--- src/rtl/serial_tx_pkg.sv ---
package serial_tx_pkg;

   typedef enum logic [1:0] {
      ST_IDLE  = 2'd0,
      ST_ARM   = 2'd1,
      ST_SHIFT = 2'd2
   } tx_state_e;

   function automatic int unsigned frame_len(input int unsigned data_bits,
                                             input int unsigned stop_bits);
      return data_bits + 1 + stop_bits;
   endfunction

endpackage

--- src/rtl/serial_tx_baud.sv ---
module serial_tx_baud #(
   parameter int unsigned DIV_RELOAD = 25,
   parameter int unsigned PRESCALE   = 16
) (
   input  logic clk,
   input  logic rst_n,
   input  logic restart,
   output logic tick
);
   localparam int DW = (DIV_RELOAD > 0) ? $clog2(DIV_RELOAD + 1) : 1;

   logic          pre_wrap;
   logic [DW-1:0] div_q;

   generate
      if (PRESCALE > 1) begin : g_pre
         localparam int PW = $clog2(PRESCALE);
         logic [PW-1:0] pre_q;
         always_ff @(posedge clk or negedge rst_n) begin
            if (!rst_n)        pre_q <= '0;
            else if (restart)  pre_q <= '0;
            else if (pre_wrap) pre_q <= '0;
            else               pre_q <= pre_q + 1'b1;
         end
         assign pre_wrap = (pre_q == PW'(PRESCALE - 1));
      end else begin : g_nopre
         assign pre_wrap = 1'b1;
      end
   endgenerate

   always_ff @(posedge clk or negedge rst_n) begin
      if (!rst_n)        div_q <= DW'(DIV_RELOAD);
      else if (restart)  div_q <= DW'(DIV_RELOAD);
      else if (pre_wrap) div_q <= (div_q == '0) ? DW'(DIV_RELOAD) : div_q - 1'b1;
   end

   assign tick = pre_wrap && (div_q == '0);

endmodule

--- src/rtl/serial_tx_shifter.sv ---
module serial_tx_shifter #(
   parameter int unsigned DATA_BITS = 8,
   parameter int unsigned STOP_BITS = 1
) (
   input  logic                 clk,
   input  logic                 rst_n,
   input  logic                 load,
   input  logic [DATA_BITS-1:0] byte_in,
   input  logic                 tick,
   output logic                 txd,
   output logic                 drained
);
   localparam int FRAME = serial_tx_pkg::frame_len(DATA_BITS, STOP_BITS);
   localparam int CW    = $clog2(FRAME + 1);

   logic [FRAME-1:0] sh_q;
   logic [CW-1:0]    left_q;

   always_ff @(posedge clk or negedge rst_n) begin
      if (!rst_n) begin
         sh_q   <= '1;
         left_q <= '0;
      end else if (load) begin
         sh_q   <= {{STOP_BITS{1'b1}}, byte_in, 1'b0};
         left_q <= CW'(FRAME);
      end else if (tick && (left_q != '0)) begin
         sh_q   <= {1'b1, sh_q[FRAME-1:1]};
         left_q <= left_q - 1'b1;
      end
   end

   assign txd     = (left_q != '0) ? sh_q[0] : 1'b1;
   assign drained = tick && (left_q == CW'(1));

endmodule

--- src/rtl/serial_tx_ctrl.sv ---
module serial_tx_ctrl #(
   parameter int unsigned DATA_BITS = 8
) (
   input  logic                 clk,
   input  logic                 rst_n,
   input  logic                 send,
   input  logic [DATA_BITS-1:0] data_in,
   input  logic                 drained,
   output logic [DATA_BITS-1:0] hold_q,
   output logic                 arm,
   output logic                 drv_en_n,
   output logic                 busy
);
   import serial_tx_pkg::*;

   tx_state_e state_q, state_d;

   always_comb begin
      state_d = state_q;
      unique case (state_q)
         ST_IDLE:  if (send) state_d = ST_ARM;
         ST_ARM:   state_d = ST_SHIFT;
         ST_SHIFT: if (drained) state_d = ST_IDLE;
         default:  state_d = ST_IDLE;
      endcase
   end

   always_ff @(posedge clk or negedge rst_n) begin
      if (!rst_n) begin
         state_q <= ST_IDLE;
         hold_q  <= '0;
      end else begin
         state_q <= state_d;
         if ((state_q == ST_IDLE) && send) hold_q <= data_in;
      end
   end

   assign arm      = (state_q == ST_ARM);
   assign busy     = (state_q != ST_IDLE);
   assign drv_en_n = (state_q == ST_IDLE);

endmodule

--- src/rtl/serial_tx_de.sv ---
module serial_tx_de #(
   parameter int unsigned DATA_BITS  = 8,
   parameter int unsigned STOP_BITS  = 1,
   parameter int unsigned DIV_RELOAD = 25,
   parameter int unsigned PRESCALE   = 16
) (
   input  logic                 clk,
   input  logic                 rst_n,
   input  logic [DATA_BITS-1:0] tx_data,
   input  logic                 send,
   output logic                 txd,
   output logic                 drv_en_n,
   output logic                 busy
);
   initial begin
      assert (DATA_BITS >= 5 && DATA_BITS <= 9) else $error("DATA_BITS out of range");
      assert (STOP_BITS >= 1 && STOP_BITS <= 2) else $error("STOP_BITS out of range");
      assert (PRESCALE >= 1) else $error("PRESCALE must be at least 1");
      assert ((DIV_RELOAD + 1) * PRESCALE >= 2) else $error("bit period too short");
   end

   logic [DATA_BITS-1:0] hold;
   logic                 arm;
   logic                 tick;
   logic                 drained;

   serial_tx_ctrl #(.DATA_BITS(DATA_BITS)) u_ctrl (
      .clk(clk), .rst_n(rst_n), .send(send), .data_in(tx_data),
      .drained(drained), .hold_q(hold), .arm(arm),
      .drv_en_n(drv_en_n), .busy(busy)
   );

   serial_tx_baud #(.DIV_RELOAD(DIV_RELOAD), .PRESCALE(PRESCALE)) u_baud (
      .clk(clk), .rst_n(rst_n), .restart(arm), .tick(tick)
   );

   serial_tx_shifter #(.DATA_BITS(DATA_BITS), .STOP_BITS(STOP_BITS)) u_shift (
      .clk(clk), .rst_n(rst_n), .load(arm), .byte_in(hold),
      .tick(tick), .txd(txd), .drained(drained)
   );

endmodule

--- config.mk ---
export PLATFORM = sky130hd
export DESIGN_NAME = serial_tx_de
export DESIGN_NICKNAME = d
export VERILOG_FILES = /design/src/rtl/serial_tx_pkg.sv /design/src/rtl/serial_tx_baud.sv /design/src/rtl/serial_tx_shifter.sv /design/src/rtl/serial_tx_ctrl.sv /design/src/rtl/serial_tx_de.sv
export SDC_FILE = /design/constraint.sdc
export NUM_CORES = 1
export LEC_CHECK = 0
export BUFFER_PORTS_ARGS = -buffer_cell sky130_fd_sc_hd__buf_2
export CORE_ASPECT_RATIO = 1.25
export CORE_MARGIN = 1
export CORE_UTILIZATION = 30
export CTS_CLUSTER_SIZE = 40
export DETAILED_ROUTE_END_ITERATION = 7
export HOLD_SLACK_MARGIN = 0.15
export MAX_ROUTING_LAYER = met4
export PLACE_DENSITY_LB_ADDON = 0.12
export SYNTH_ARGS = -nofsm -noshare
export SYNTH_HDL_FRONTEND = slang
export SYNTH_SLANG_ARGS = --single-unit
--- constraint.sdc ---
create_clock -name clk -period 3.15 [get_ports clk]
set_input_delay 0.63 -clock clk [delete_from_list [all_inputs] [get_ports clk]]
set_output_delay 0.63 -clock clk [all_outputs]
set_load 0.02 [all_outputs]
==> qor.txt, run 1 <==
Inserted Diodes: 0
Fin crit period: 2330 ps
Final core utilization: 0.351
Final Hold Fails: 0
GRT Total Usage: 0.127
Max IR drop VDD: 0.359 mV
Root Driver: clkbuf_8
Hold Path Class: in -> async
Most frequent cells in the layout: 20 x a21oi_1, 20 x dfrtp_1, 13 x buf_2
Top layer in use: met4
Setup Viol. Count Final: 0
Worst-skew pair later-pin latency: 280 ps
Vias in the first global route: 1178
Die area: 5710 um2
Syn nets: 164
Initial drt markers: 24
Share of post-route cells with drive strength above 1: 0.286
Post-CTS resize count: 0
Worst-path clk slew: 70 ps
Max-slew violations: 0
Setup Crit Path Kind: reg -> out
Layout Skew: 2.38 ps
Synth area leaders: dfrtp_1 31%, dfstp_2 19%, mux2i_1 6.8%
Post-synth cell types: 34
Worst-path fanout max: 4
Worst reg2reg endpoint: u_shift.left_q[1]
Initial Util: 0.315
Unrepaired setup endpoints after global routing: no
Area Growth Syn to Fin: 11.7%
Synth Cell Area: 1620 um2
Die W: 67.8 um
DRT antenna net count: 0
Synth top area share: 0.309
Pwr Density: 796 nW/um2
Cells after Synth: 149
Avg Vias per Cell: 4.87
Fmax: 429 MHz
Antenna violations before repair: 0
CP required: 2520 ps
CTS HTree Levels: 2
Num CTS Buffers: 5
Post-synthesis async set-or-reset flop share: 1.00
CP startpoint: u_shift.left_q[0]
Max clock buf depth: 2
First-pass GRT wire length: 5.28 mm
Outcome: finished clean
Dpl hpwl: 2.06 mm
Number of post-CTS setup repair buffers: 0
Die Height: 84.2 um
R2r setup slk: 860 ps
Wirelength, routed: 2.97 mm
Seq/Total Area, Yosys: 0.503
I/O Buffers: 13
DRC: 0
Most common flop cell mapped by yosys: dfrtp_1
Met1 WL: 1.37 mm
Setup TNS Final: 0 ps
LEAKAGE: 0.802 nW
Crit. End Element: output pin
Clock sinks: 32
Initial DRT Pass Iterations: 4
Max-Cap Viols: 0
Met3 wire length: 104 um
TritonCTS clock tree: yes
Post-Syn Area per Cell: 10.9 um2
Actual slew at the worst max-slew pin: 927 ps
Post-synth EDFFs: 0
Critical Path Source Type: flip-flop
Yosys top cell by area: dfrtp_1
Core Region: 5150 um2
Placed inst area: 1720 um2
Synth warnings: 0
Crit share post-route: 0.739
CTS Hold Bufs: 0
Final net count: 175
Slew HR: 0.382
I/O pin total: 14
DR vias: 1085
Wire length on met2: 1.46 mm
Crit path DAT: 1700 ps
Worst reg2reg startpoint: u_baud.div_q[1]
Final Total Pwr: 1.44 mW
Largest net degree at the start of global routing: 33
Flops & latches, synth: 32
R2R depth: 5
WL/cell: 13.3 um
Critical Path End: txd
Cell Rows: 29
Grt total ovfl: 0
Fin area: 1810 um2
Routability Congestion: 0.678
[kinds of logic (layout without fill, tap and decap cells)]
group                      after synthesis  after routing  share of synthesized area
buffers and inverters                   16             28                     0.0448
muxes                                   20             20                      0.133
xor gates and xnor gates                 1              1                    0.00540
and+or+nand+nor                         49             49                      0.190
DFF                                     32             32                      0.503
adders and majority gates                4              4                     0.0309
AOI/OAI and AO/OA                       27             27                     0.0934
[power breakdown]
group	switching (mW)	internal [mW]	total, mW
clock	0.147	0.174	0.321
combinational	0.207	0.208	0.414
sequential	0.114	0.591	0.705
total	0.468	0.973	1.44
[how the worst min path moves through the flow]
stage | slack, ps | end
after floorplan | 330 | u_baud.div_q[1]
after CTS | 430 | u_baud.g_pre.pre_q[1]
final | 400 | u_baud.div_q[1]
after detailed placement | 470 | u_shift.sh_q[0]
after global placement | 460 | u_shift.sh_q[0]
after global routing | 450 | u_baud.g_pre.pre_q[1]
[synth_stat cells (all sizes together) (3+ instances only)]
master	number
a21oi	20
and2	3
and3b	7
buf	5
clkbuf	4
dfrtp	20
dfstp	12
ha	4
inv	7
mux2	9
mux2i	11
nand2	10
nor2	9
nor3	4
o21ai	3
[worst max-delay path: stages, from the launching register on]
cell and delay, ps:
dfrtp_1 410, inv_1 90, ha_1 170, nor3b_1 400, or2_2 190, buf_2 150
[sequential cells by signal, indices dropped and copies added (netlist names)]
signal              cells
u_baud.g_pre.pre_q      4
u_ctrl.hold_q           8
u_shift.sh_q            9
u_shift.left_q          4
u_baud.div_q            5
u_ctrl.state_q          2
[routing by layer]
metal | vias to the layer above | track usage
met5 | - | -
met4 | 0 | 0.0638
met3 | 4 | 0.0285
met2 | 17 | 0.193
met1 | 524 | 0.155
li1 | 540 | -
[area by class of cell]
class / instances / area (um2)
Sequential cell: 32 / 816
Clock inverter: 2 / 10.0
Multi-Input combinational cell: 101 / 733
Clock buffer: 6 / 82.6
Timing Repair Buffer: 13 / 65.1
Tap cell: 62 / 77.6
Fill cell: 521 / 3340
Inverter: 7 / 26.3
[stage by stage]
step / setup slack (ps) / std cells / hold WS, ps
floorplan: 1380 / 149 / 334
global placement: 963 / 215 / 461
detailed placement: 854 / 215 / 467
CTS: 766 / 223 / 432
global route: 636 / 223 / 453
finish: 821 / 223 / 404
Note: power is estimated with default switching activity, not from simulation.
==> run 2: changes to the inputs <==
==> constraint.sdc (replaced) <==
create_clock -name clk -period 1.9 [get_ports clk]
set_input_delay 0.38 -clock clk [delete_from_list [all_inputs] [get_ports clk]]
set_output_delay 0.38 -clock clk [all_outputs]
set_load 0.02 [all_outputs]
==> run 2 against run 1 <==
Effect of this change: clock power is 55% higher; clock skew up 6.0 ps; critical path depth stayed put; routed wire length grew 4.0%; die area is the same; power up 66%; flip-flop and latch count unchanged; worst setup slack worse by 700 ps; via count up 5.5%; non-clock buffer count grew 8; final cell count increased by 3.6%; register-to-register slack got worse by 640 ps; largest cell class unchanged.
==> qor.txt, run 2 (synthesis results as in run 1) <==
Seq. cell area: 816 um2
CP required: 1520 ps
Area Growth Syn to Fin: 15.7%
Worst-path clk slew: 70 ps
I/O pin total: 14
Setup TNS Final: 0 ps
Most frequent cells in the layout: 20 x a21oi_1, 20 x dfrtp_1, 12 x buf_2, 12 x dfstp_2, 11 x mux2i_1
Grt total ovfl: 0
Initial drt markers: 54
Actual slew at the worst max-slew pin: 734 ps
I/O Buffers: 13
TritonCTS clock tree: yes
Layout Skew: 8.35 ps
Largest register FFs: 9
Die area: 5710 um2
DRC: 0
GRT Total Usage: 0.134
Die Height: 84.2 um
Max-Cap Viols: 0
Crit path DAT: 1400 ps
Max IR drop VDD: 0.589 mV
Top Registers: u_shift.sh_q x9, u_ctrl.hold_q x8, u_baud.div_q x5
Share of post-route cells with drive strength above 1: 0.325
Dpl hpwl: 2.26 mm
Worst-path fanout max: 3
Vias in the first global route: 1188
Initial Util: 0.315
Setup Crit Path Kind: reg -> out
Outcome: finished clean
CP startpoint: u_shift.left_q[1]
Crit. End Element: output pin
Hold Path Class: in -> async
Final net count: 183
Worst-skew pair later-pin latency: 280 ps
Initial DRT Pass Iterations: 4
R2r setup slk: 220 ps
Cell Rows: 29
Multi-input gate area: 743 um2
Fin crit period: 1780 ps
DRT antenna net count: 0
Slew HR: 0.511
Max-slew violations: 0
Final Hold Fails: 0
Max clock buf depth: 2
Pre-CTS WS: 175 ps
Antenna violations before repair: 0
Critical Path Source Type: flip-flop
Worst setup margin: 118 ps
Wirelength, routed: 3.09 mm
Largest Register: u_shift.sh_q
WL/cell: 13.4 um
Fmax: 561 MHz
Die W: 67.8 um
CTS HTree Levels: 2
Clock sinks: 32
Layout fillers: 568
Setup Viol. Count Final: 0
Root Driver: clkbuf_8
Routability Congestion: 0.693
Crit share post-route: 0.938
DR vias: 1145
Largest net degree at the start of global routing: 33
First-pass GRT wire length: 5.45 mm
Inserted Diodes: 0
LEAKAGE: 0.833 nW
Avg Vias per Cell: 4.96
Core Region: 5150 um2
CTS Hold Bufs: 0
Worst reg2reg startpoint: u_baud.div_q[1]
Pwr Density: 1270 nW/um2
Num CTS Buffers: 5
Unrepaired setup endpoints after global routing: no
run 2: changes by cell type in the layout (fill, tap and decap cells not counted), sizes merged:
cell	change
clkbuf	+1
clkinv	-1
buf	+8
run 2: metrics by stage:
step / total power [mW] / util / cell area [um2] / cells / hold slack, ps
floorplan: 1.71 / - / 1620 / 149 / 84.4
global placement: 1.90 / 0.344 / 1770 / 222 / 471
detailed placement: 1.93 / 0.344 / 1770 / 222 / 472
CTS: 2.45 / 0.362 / 1870 / 231 / 179
global route: 2.61 / 0.364 / 1880 / 231 / 195
finish: 2.39 / 0.364 / 1880 / 231 / 155
run 2: path summary, 6_finish.rpt:
check                                        endpoint  cells after the start
worst min register to register        u_shift.sh_q[0]                      2
max in group asynchronous            u_ctrl.hold_q[1]                      1
worst max register to register        u_shift.sh_q[6]                      6
min in group clk                     u_ctrl.hold_q[0]                      2
worst max-delay path                              txd                      5
worst min-delay path            u_baud.g_pre.pre_q[3]                      1
run 2: power by group:
group / switching (mW) / leakage (nW) / total, mW / internal [mW]
Combinational: 0.357 / 0.423 / 0.732 / 0.375
Clock: 0.240 / 0.0422 / 0.497 / 0.257
Sequential: 0.179 / 0.367 / 1.16 / 0.980
Total: 0.776 / 0.833 / 2.39 / 1.61
run 2: layout make-up:
cell class / count / area share
Timing Repair Buffer: 21 / 0.0700
Tap cell: 62 / 0.0414
Sequential cell: 32 / 0.435
Clock buffer: 7 / 0.0407
Multi-Input combinational cell: 101 / 0.396
Clock inverter: 1 / 0.00267
Inverter: 7 / 0.0140
run 2: per-layer routing:
| metal | vias up | part of all wire | global-route usage |
|---|---|---|---|
| met3 | 6 | 0.038 | 0.0448 |
| met5 | - | 0 | - |
| met1 | 558 | 0.43 | 0.146 |
| met4 | 0 | 0.018 | 0.0522 |
| li1 | 559 | - | - |
| met2 | 22 | 0.51 | 0.219 |
run 2: timing repair:
item,in CTS,in global routing
endpoints found under the setup margin,1,1
gates cloned,0,0
setup buffers,1,0
gates resized for setup,2,4
run 2: critical path: stages (launching register included):
cell and delay, ps:
dfrtp_1 360, inv_1 80, ha_2 180, nor3b_2 150, or2_4 230, buf_6 130
